==> config.mk <==
export PLATFORM = sky130hd
export DESIGN_NAME = digit_mul_top
export DESIGN_NICKNAME = d
export VERILOG_FILES = /design/src/rtl/digit_mul_pkg.sv /design/src/rtl/digit_range_check.sv /design/src/rtl/nibble_mul.sv /design/src/rtl/bin_to_dec.sv /design/src/rtl/digit_mul_top.sv
export SDC_FILE = /design/constraint.sdc
export NUM_CORES = 1
export LEC_CHECK = 0
export CORE_UTILIZATION = 40
export DETAILED_ROUTE_END_ITERATION = 8
export SYNTH_ARGS = -nofsm -noshare
export SYNTH_HDL_FRONTEND = slang
export SYNTH_SLANG_ARGS = --single-unit
==> constraint.sdc <==
create_clock -name vclk -period 35.9
set_input_delay 7.18 -clock vclk [all_inputs]
set_output_delay 7.18 -clock vclk [all_outputs]
set_load 0.01 [all_outputs]
==> src/rtl/digit_mul_pkg.sv <==
package digit_mul_pkg;
  localparam int DIGIT_W   = 4;
  localparam int PROD_W    = 2 * DIGIT_W;
  localparam int BCD_DIGS  = 3;
  localparam int BCD_W     = 4 * BCD_DIGS;

  typedef logic [DIGIT_W-1:0] digit_t;
  typedef logic [PROD_W-1:0]  prod_t;

  localparam digit_t MAX_DEC_DIGIT = digit_t'(9);

  typedef enum logic {
    MODE_DEC = 1'b0,
    MODE_HEX = 1'b1
  } mul_mode_e;
endpackage

==> src/rtl/digit_range_check.sv <==
module digit_range_check
  import digit_mul_pkg::*;
#(
  parameter int W = DIGIT_W
) (
  input  logic [W-1:0] dig_a,
  input  logic [W-1:0] dig_b,
  output logic         both_ok
);
  localparam logic [W-1:0] LIMIT = W'(MAX_DEC_DIGIT);

  logic ok_a;
  logic ok_b;

  always_comb begin
    ok_a    = (dig_a <= LIMIT);
    ok_b    = (dig_b <= LIMIT);
    both_ok = ok_a & ok_b;
  end
endmodule

==> src/rtl/nibble_mul.sv <==
module nibble_mul #(
  parameter int W = 4
) (
  input  logic [W-1:0]   mcand,
  input  logic [W-1:0]   mplier,
  output logic [2*W-1:0] bin_prod
);
  localparam int PW = 2 * W;

  logic [PW-1:0] pp [W];

  genvar gi;
  generate
    for (gi = 0; gi < W; gi++) begin : g_pp
      assign pp[gi] = mplier[gi] ? (PW'(mcand) << gi) : '0;
    end
  endgenerate

  always_comb begin
    bin_prod = '0;
    for (int k = 0; k < W; k++) begin
      bin_prod = bin_prod + pp[k];
    end
  end
endmodule

==> src/rtl/bin_to_dec.sv <==
module bin_to_dec #(
  parameter int IN_W  = 8,
  parameter int NDIG  = 3
) (
  input  logic [IN_W-1:0]   bin_in,
  output logic [4*NDIG-1:0] dec_out
);
  localparam int OW = 4 * NDIG;

  logic [OW-1:0] acc;

  always_comb begin
    acc = '0;
    for (int i = IN_W - 1; i >= 0; i--) begin
      for (int d = 0; d < NDIG; d++) begin
        if (acc[4*d +: 4] >= 4'd5) begin
          acc[4*d +: 4] = acc[4*d +: 4] + 4'd3;
        end
      end
      acc = {acc[OW-2:0], bin_in[i]};
    end
    dec_out = acc;
  end
endmodule

==> src/rtl/digit_mul_top.sv <==
module digit_mul_top
  import digit_mul_pkg::*;
(
  input  logic       hex_mode,
  input  logic [3:0] op_a,
  input  logic [3:0] op_b,
  output logic [7:0] product,
  output logic       bad_digit
);
  logic          digits_ok;
  prod_t         raw_prod;
  logic [BCD_W-1:0] dec_full;
  prod_t         dec_packed;
  mul_mode_e     mode_sel;

  assign mode_sel = mul_mode_e'(hex_mode);

  digit_range_check #(.W(DIGIT_W)) u_range (
    .dig_a   (op_a),
    .dig_b   (op_b),
    .both_ok (digits_ok)
  );

  nibble_mul #(.W(DIGIT_W)) u_mul (
    .mcand    (op_a),
    .mplier   (op_b),
    .bin_prod (raw_prod)
  );

  bin_to_dec #(.IN_W(PROD_W), .NDIG(BCD_DIGS)) u_conv (
    .bin_in  (raw_prod),
    .dec_out (dec_full)
  );

  assign dec_packed = dec_full[PROD_W-1:0];

  always_comb begin
    product   = '0;
    bad_digit = 1'b0;
    unique case (mode_sel)
      MODE_HEX: begin
        product = raw_prod;
      end
      MODE_DEC: begin
        bad_digit = ~digits_ok;
        product   = digits_ok ? dec_packed : '0;
      end
      default: begin
        product = '0;
      end
    endcase
  end

  logic unused_hi;
  assign unused_hi = ^dec_full[BCD_W-1:PROD_W];
endmodule

After elaboration in Yosys (flattened, before gate mapping) --
Index checks and enable logic that the tools add are counted.
Operators by class: add/sub/neg operators 10, multiply operators 0, bitwise gates (word level) 3, magnitude comparators 9, shifts and indexed selects 0, divide/modulo/power cells 0, equality and inequality tests 0, reductions and logical operators 0, mux-type cells 14
Operators with widths (number):
- 4-bit 2-to-1 mux | 6
- 4-bit by 3-bit >= comparator with 1-bit output (second input constant) | 5
- 4-bit by 2-bit adder with 4-bit output (second input constant) | 4
- 8-bit case mux with 2 select lines | 1
- 8-bit by 6-bit adder with 8-bit output | 1
- 8-bit by 7-bit adder with 8-bit output | 1
- 8-bit adder | 1
- 4-bit <= comparator (second input constant) | 2
- 8-bit 2-to-1 mux | 1
- 7-bit 2-to-1 mux | 1
- 3-bit by 2-bit adder with 3-bit output (second input constant) | 2
- 3-bit >= comparator (second input constant) | 2
- 3-bit 2-to-1 mux | 2
- 6-bit 2-to-1 mux | 1
- 5-bit 2-to-1 mux | 1
- 3-bit by 2-bit adder with 4-bit output (second input constant) | 1
- 1-bit NOT | 2
- 1-bit bitwise AND | 1
- 1-bit 2-to-1 mux | 1
Word-level totals: bits of input ports 9, memories 0, bits in writable memories 0, register bits after elaboration 0, output and inout port bits 9, ROM bits 0, logic and storage cells 36, bits in latches 0

Longest topological paths before layout --
word-level depth 16, depth in mapped cells 37, gate-level depth less buffers 37

By module --
From an unflattened synthesis, not the netlist that was laid out.
Unflattened totals: cells, all modules 213, area, all modules 1540.2 um^2
By module, submodules not included:
- bin_to_dec | sequential area each 0.0 um^2, cells each 141, times used 1, area each 994.7 um^2
- nibble_mul | sequential area each 0.0 um^2, cells each 54, times used 1, area each 421.7 um^2
- digit_mul_top | sequential area each 0.0 um^2, cells each 15, times used 1, area each 107.6 um^2
- digit_range_check | sequential area each 0.0 um^2, cells each 3, times used 1, area each 16.3 um^2

Least setup slack after synthesis --
Ideal clock, no wire load.
kind input to output, start point input op_a[0], end point output product[1], arrival 14739 ps, buffers on the path 0, cell stages on the path 37, data required time 28720 ps, slack 13981 ps, cell sequence and2_1 -> fa_1 -> inv_1 -> fa_1 -> inv_1 -> ha_1 -> inv_1 -> fa_1 -> nand2b_2 -> a21o_4 -> xnor2_2 -> nor2_1 -> a21oi_1 -> ha_1 -> nand2b_1 -> a21o_2 -> a21o_2 -> o32a_4 -> xnor2_1 -> ha_1 -> nand2b_1 -> a2111oi_0 -> a21o_2 -> o21a_1 -> xnor2_1 -> inv_1 -> ha_1 -> nand2b_1 -> nand2_1 -> a2111oi_2 -> a211oi_4 -> xnor2_1 -> ha_1 -> or2b_1 -> a21oi_2 -> a21oi_1 -> o21ai_0
Between the ends: longest elaborated chain between the ends 16, elaborated cells on any way between the ends 26, those cells by class 8 x add/sub; 6 x order compare; 11 x mux; 1 x bitwise
Ends and longest elaborated chain:
- from (decl) | RTL line digit_mul_top.sv:5 | input logic [3:0] op_a,
- 4-bit 2-to-1 mux or 5-bit 2-to-1 mux (tied branches) | RTL line nibble_mul.sv:15 | assign pp[gi] = mplier[gi] ? (PW'(mcand) << gi) : '0;
- 8-bit adder | RTL line nibble_mul.sv:22 | bin_prod = bin_prod + pp[k];
- 8-bit by 6-bit adder with 8-bit output | RTL line nibble_mul.sv:22
- 8-bit by 7-bit adder with 8-bit output | RTL line nibble_mul.sv:22
- 3-bit by 2-bit adder with 4-bit output or 3-bit >= comparator (tied branches) | RTL line bin_to_dec.sv:17, bin_to_dec.sv:16
- 4-bit 2-to-1 mux | RTL line bin_to_dec.sv:16 | if (acc[4*d +: 4] >= 4'd5) begin
- 4-bit by 2-bit adder with 4-bit output or 4-bit by 3-bit >= comparator with 1-bit output (tied branches) | RTL line bin_to_dec.sv:17, bin_to_dec.sv:16
- 4-bit 2-to-1 mux | RTL line bin_to_dec.sv:16
- 4-bit by 2-bit adder with 4-bit output or 4-bit by 3-bit >= comparator with 1-bit output (tied branches) | RTL line bin_to_dec.sv:17, bin_to_dec.sv:16
- 4-bit 2-to-1 mux | RTL line bin_to_dec.sv:16
- 4-bit by 3-bit >= comparator with 1-bit output or 4-bit by 2-bit adder with 4-bit output (tied branches) | RTL line bin_to_dec.sv:16, bin_to_dec.sv:17
- 4-bit 2-to-1 mux | RTL line bin_to_dec.sv:16
- 4-bit by 3-bit >= comparator with 1-bit output | RTL line bin_to_dec.sv:16
- 4-bit 2-to-1 mux | RTL line bin_to_dec.sv:16
- 8-bit 2-to-1 mux | RTL line digit_mul_top.sv:46 | product = digits_ok ? dec_packed : '0;
- 8-bit case mux with 2 select lines (*) | RTL line digit_mul_top.sv:40 | unique case (mode_sel)
- to (decl) | RTL line digit_mul_top.sv:7 | output logic [7:0] product,
Mark *: on every way between the ends. The rest lies on a longest branch, timed or not.

Worst setup path after layout --
start point input op_b[3], end point output product[2]
Between the ends: longest elaborated chain between the ends 14, elaborated cells on any way between the ends 21, those cells by class 6 x add/sub; 6 x order compare; 8 x mux; 1 x bitwise
Ends and longest elaborated chain:
- from (decl) | RTL line digit_mul_top.sv:6 | input logic [3:0] op_b,
- 7-bit 2-to-1 mux | RTL line nibble_mul.sv:15
- 8-bit by 7-bit adder with 8-bit output | RTL line nibble_mul.sv:22
- 3-bit by 2-bit adder with 4-bit output or 3-bit >= comparator (tied branches) | RTL line bin_to_dec.sv:17, bin_to_dec.sv:16
- 4-bit 2-to-1 mux | RTL line bin_to_dec.sv:16
- 4-bit by 2-bit adder with 4-bit output or 4-bit by 3-bit >= comparator with 1-bit output (tied branches) | RTL line bin_to_dec.sv:17, bin_to_dec.sv:16
- 4-bit 2-to-1 mux | RTL line bin_to_dec.sv:16
- 4-bit by 2-bit adder with 4-bit output or 4-bit by 3-bit >= comparator with 1-bit output (tied branches) | RTL line bin_to_dec.sv:17, bin_to_dec.sv:16
- 4-bit 2-to-1 mux | RTL line bin_to_dec.sv:16
- 4-bit by 3-bit >= comparator with 1-bit output or 4-bit by 2-bit adder with 4-bit output (tied branches) | RTL line bin_to_dec.sv:16, bin_to_dec.sv:17
- 4-bit 2-to-1 mux | RTL line bin_to_dec.sv:16
- 4-bit by 2-bit adder with 4-bit output or 4-bit by 3-bit >= comparator with 1-bit output (tied branches) | RTL line bin_to_dec.sv:17, bin_to_dec.sv:16
- 4-bit 2-to-1 mux | RTL line bin_to_dec.sv:16
- 8-bit 2-to-1 mux (*) | RTL line digit_mul_top.sv:46
- 8-bit case mux with 2 select lines (*) | RTL line digit_mul_top.sv:40
Marked as above.

==> qor.yml <==
run_status:
  status: "complete, no violations"
timing:
  rsz0062_at_grt: "no"
  fin_crit_ns: 23.60
  relSlewSlack_pct: 68.0
  max_freq_mhz: 42.4
  hold_violations: 0
  drv_slew: 0
  setup_viol: 0
  fin_crit_sh_pct: 65.7
  worst_pin_slew_ns: 0.479
  setup_tns_ns: 0
synthesis:
  synth_top_area_share_pct: 17.7
  synthDistinctLibCells: 61
  netlist_area_um2: 1560
  yosys-top-cells-count: "ha_1, nor2_1, inv_1"
  synth.largest_area_cell: "ha_1"
  synth.net_count: 240
  syn_inst: 204
  synth_area_per_cell_um2: 7.64
  yosys-top-cells-area: "ha_1, fa_1, nor2_1"
  seq_area_frac_synth_pct: 0
  yosysWarnings: 0
floorplan:
  rows: 22
  initial_core_util_pct: 42.2
  boundaryPins: 18
  dieHeight_um: 64.4
  die_w_um: 64.4
  core_area_um2: 3690
  dieArea_um2: 4150
global_route:
  grt_overflow: 0
  antenna_found_initial: 0
  grt_pass1_wl_um: 6300
  grt_pass1_vias: 1402
  grt_util_all_layers_pct: 18.4
  grt_max_degree: 10
placed_design:
  dp.cells: 268
  hpwlAfterDp_um: 3010
  numPortBuffers: 18
  place.gp.congestion: 0.836
final_layout:
  nClkBuffers: 0
  drive_gt1_share_pct: 13.6
  antennaDiodeCount: 0
  area_delta_synth_final_pct: 14.5
  multiInputGateArea_um2: 1480
  fillers: 384
  final_cell_count_no_fill: 268
  seq_area_um2: 0
  fin_nets: 258
  seq_cells: 0
critical_path:
  cpPeakStageDelay_ns: 0.55
  crit_type: "in2out"
  critPathMaxFanout: 9
  crit_slowest_cell: "clkdlybuf4s50_1"
  critPathCaptureType: "output port"
  worstPathRequired_ns: 28.72
  start_kind: "input port"
  cpMostUsedCell: "ha_1"
  cp.arrival_ns: 16.42
cts:
  post-cts-setup-buffers: 0
  cts_resized: 0
  ctsHoldBuffers: 0
power_and_ir_drop:
  powerDensity_nw_per_um2: 70.2
  power_leakage_nw: 0.786
  vdd_drop_max_uv: 20.0
drt:
  wl_per_cell_um: 13.2
  routed_via_density: 5.53
  wl_um: 3530
  ant_nets: 0
  drt-pass1-iter-count: 4
  drc: 0
  drt_iter0_drc: 66
  vias: 1481
flow_run:
  maxCapViolations: 0
min_path:
  hold_class: "in2out"
## final timing paths
check                        end  depth (start not counted)  slack [ns]    start
worst max-delay path  product[2]                         39       12.30  op_b[3]
worst min-delay path  product[0]                          4       15.40  op_a[0]
## cell type report
type | instances | share of cell area (%)
multi-input combinational | 184 | 82.7
tap | 48 | 3.37
inverter | 18 | 3.79
timing repair buffer | 18 | 10.1
## stage by stage
step           power [W]  instance area (µm²)  utilization [%]  setup slack, ns  hold WS, ns
6_report        0.000125                 1780             48.3            12.30        15.40
5_1_grt         0.000140                 1780             48.3            11.63        15.48
4_1_cts         0.000125                 1780             48.3            12.30        15.41
3_5_place_dp    0.000124                 1780             48.3            12.35        15.41
3_3_place_gp    0.000125                 1780             48.3            12.45        15.39
2_1_floorplan   0.000100                 1560                -            13.98        14.41
## where the power goes
part / leakage (nW) / switching, W / total (W) / internal [W]
clock: 0 / 0 / 0 / 0
sequential: 0 / 0 / 0 / 0
combinational: 0.786 / 0.0000672 / 0.000125 / 0.0000579
## cell usage in the layout, fill, tap and decap left out, types with 3 or more instances in the layout
cell type	n
a2111oi_0	3
a21o_2	4
a21oi_1	15
and2_1	13
and3_1	3
clkdlybuf4s50_1	18
fa_1	5
ha_1	22
inv_1	17
mux2_2	3
mux2i_1	6
nand2_1	15
nand2b_1	3
nor2_1	22
nor3_1	4
o21ai_0	7
o22ai_1	3
xnor2_1	4
## metal layers
metal  global-route usage, %  routed length, µm  vias to the layer above  part of all wire, %
met5                       0                  0                        -                    0
met4                       0                  0                        0                    0
met3                       0                 68                        0                  1.9
met2                    32.4               1610                       21                   46
met1                    26.5               1850                      680                   52
li1                        -                  -                      780                    -
## critical path, delay by kind of cell
kind                     cells  cell delay [ns]
AND/OR/NAND/NOR              8             1.25
AO/OA/AOI/OAI               12             2.96
XOR/XNOR                     4             1.08
buffers and inverters        6             1.28
adder cells (fa/ha/maj)      8             2.58
multiplexers                 1             0.10
## cell families (layout without fill, tap and decap cells)
group | Yosys count | in the layout | synth area share, %
adder cells (fa/ha/maj) | 27 | 27 | 24.1
multiplexers | 11 | 11 | 7.95
AND/OR/NAND/NOR | 74 | 74 | 24.3
AO/OA/AOI/OAI | 65 | 65 | 32.9
XOR/XNOR | 7 | 7 | 5.38
buffers and inverters | 20 | 36 | 5.30
(Power assumes the default switching activity.)
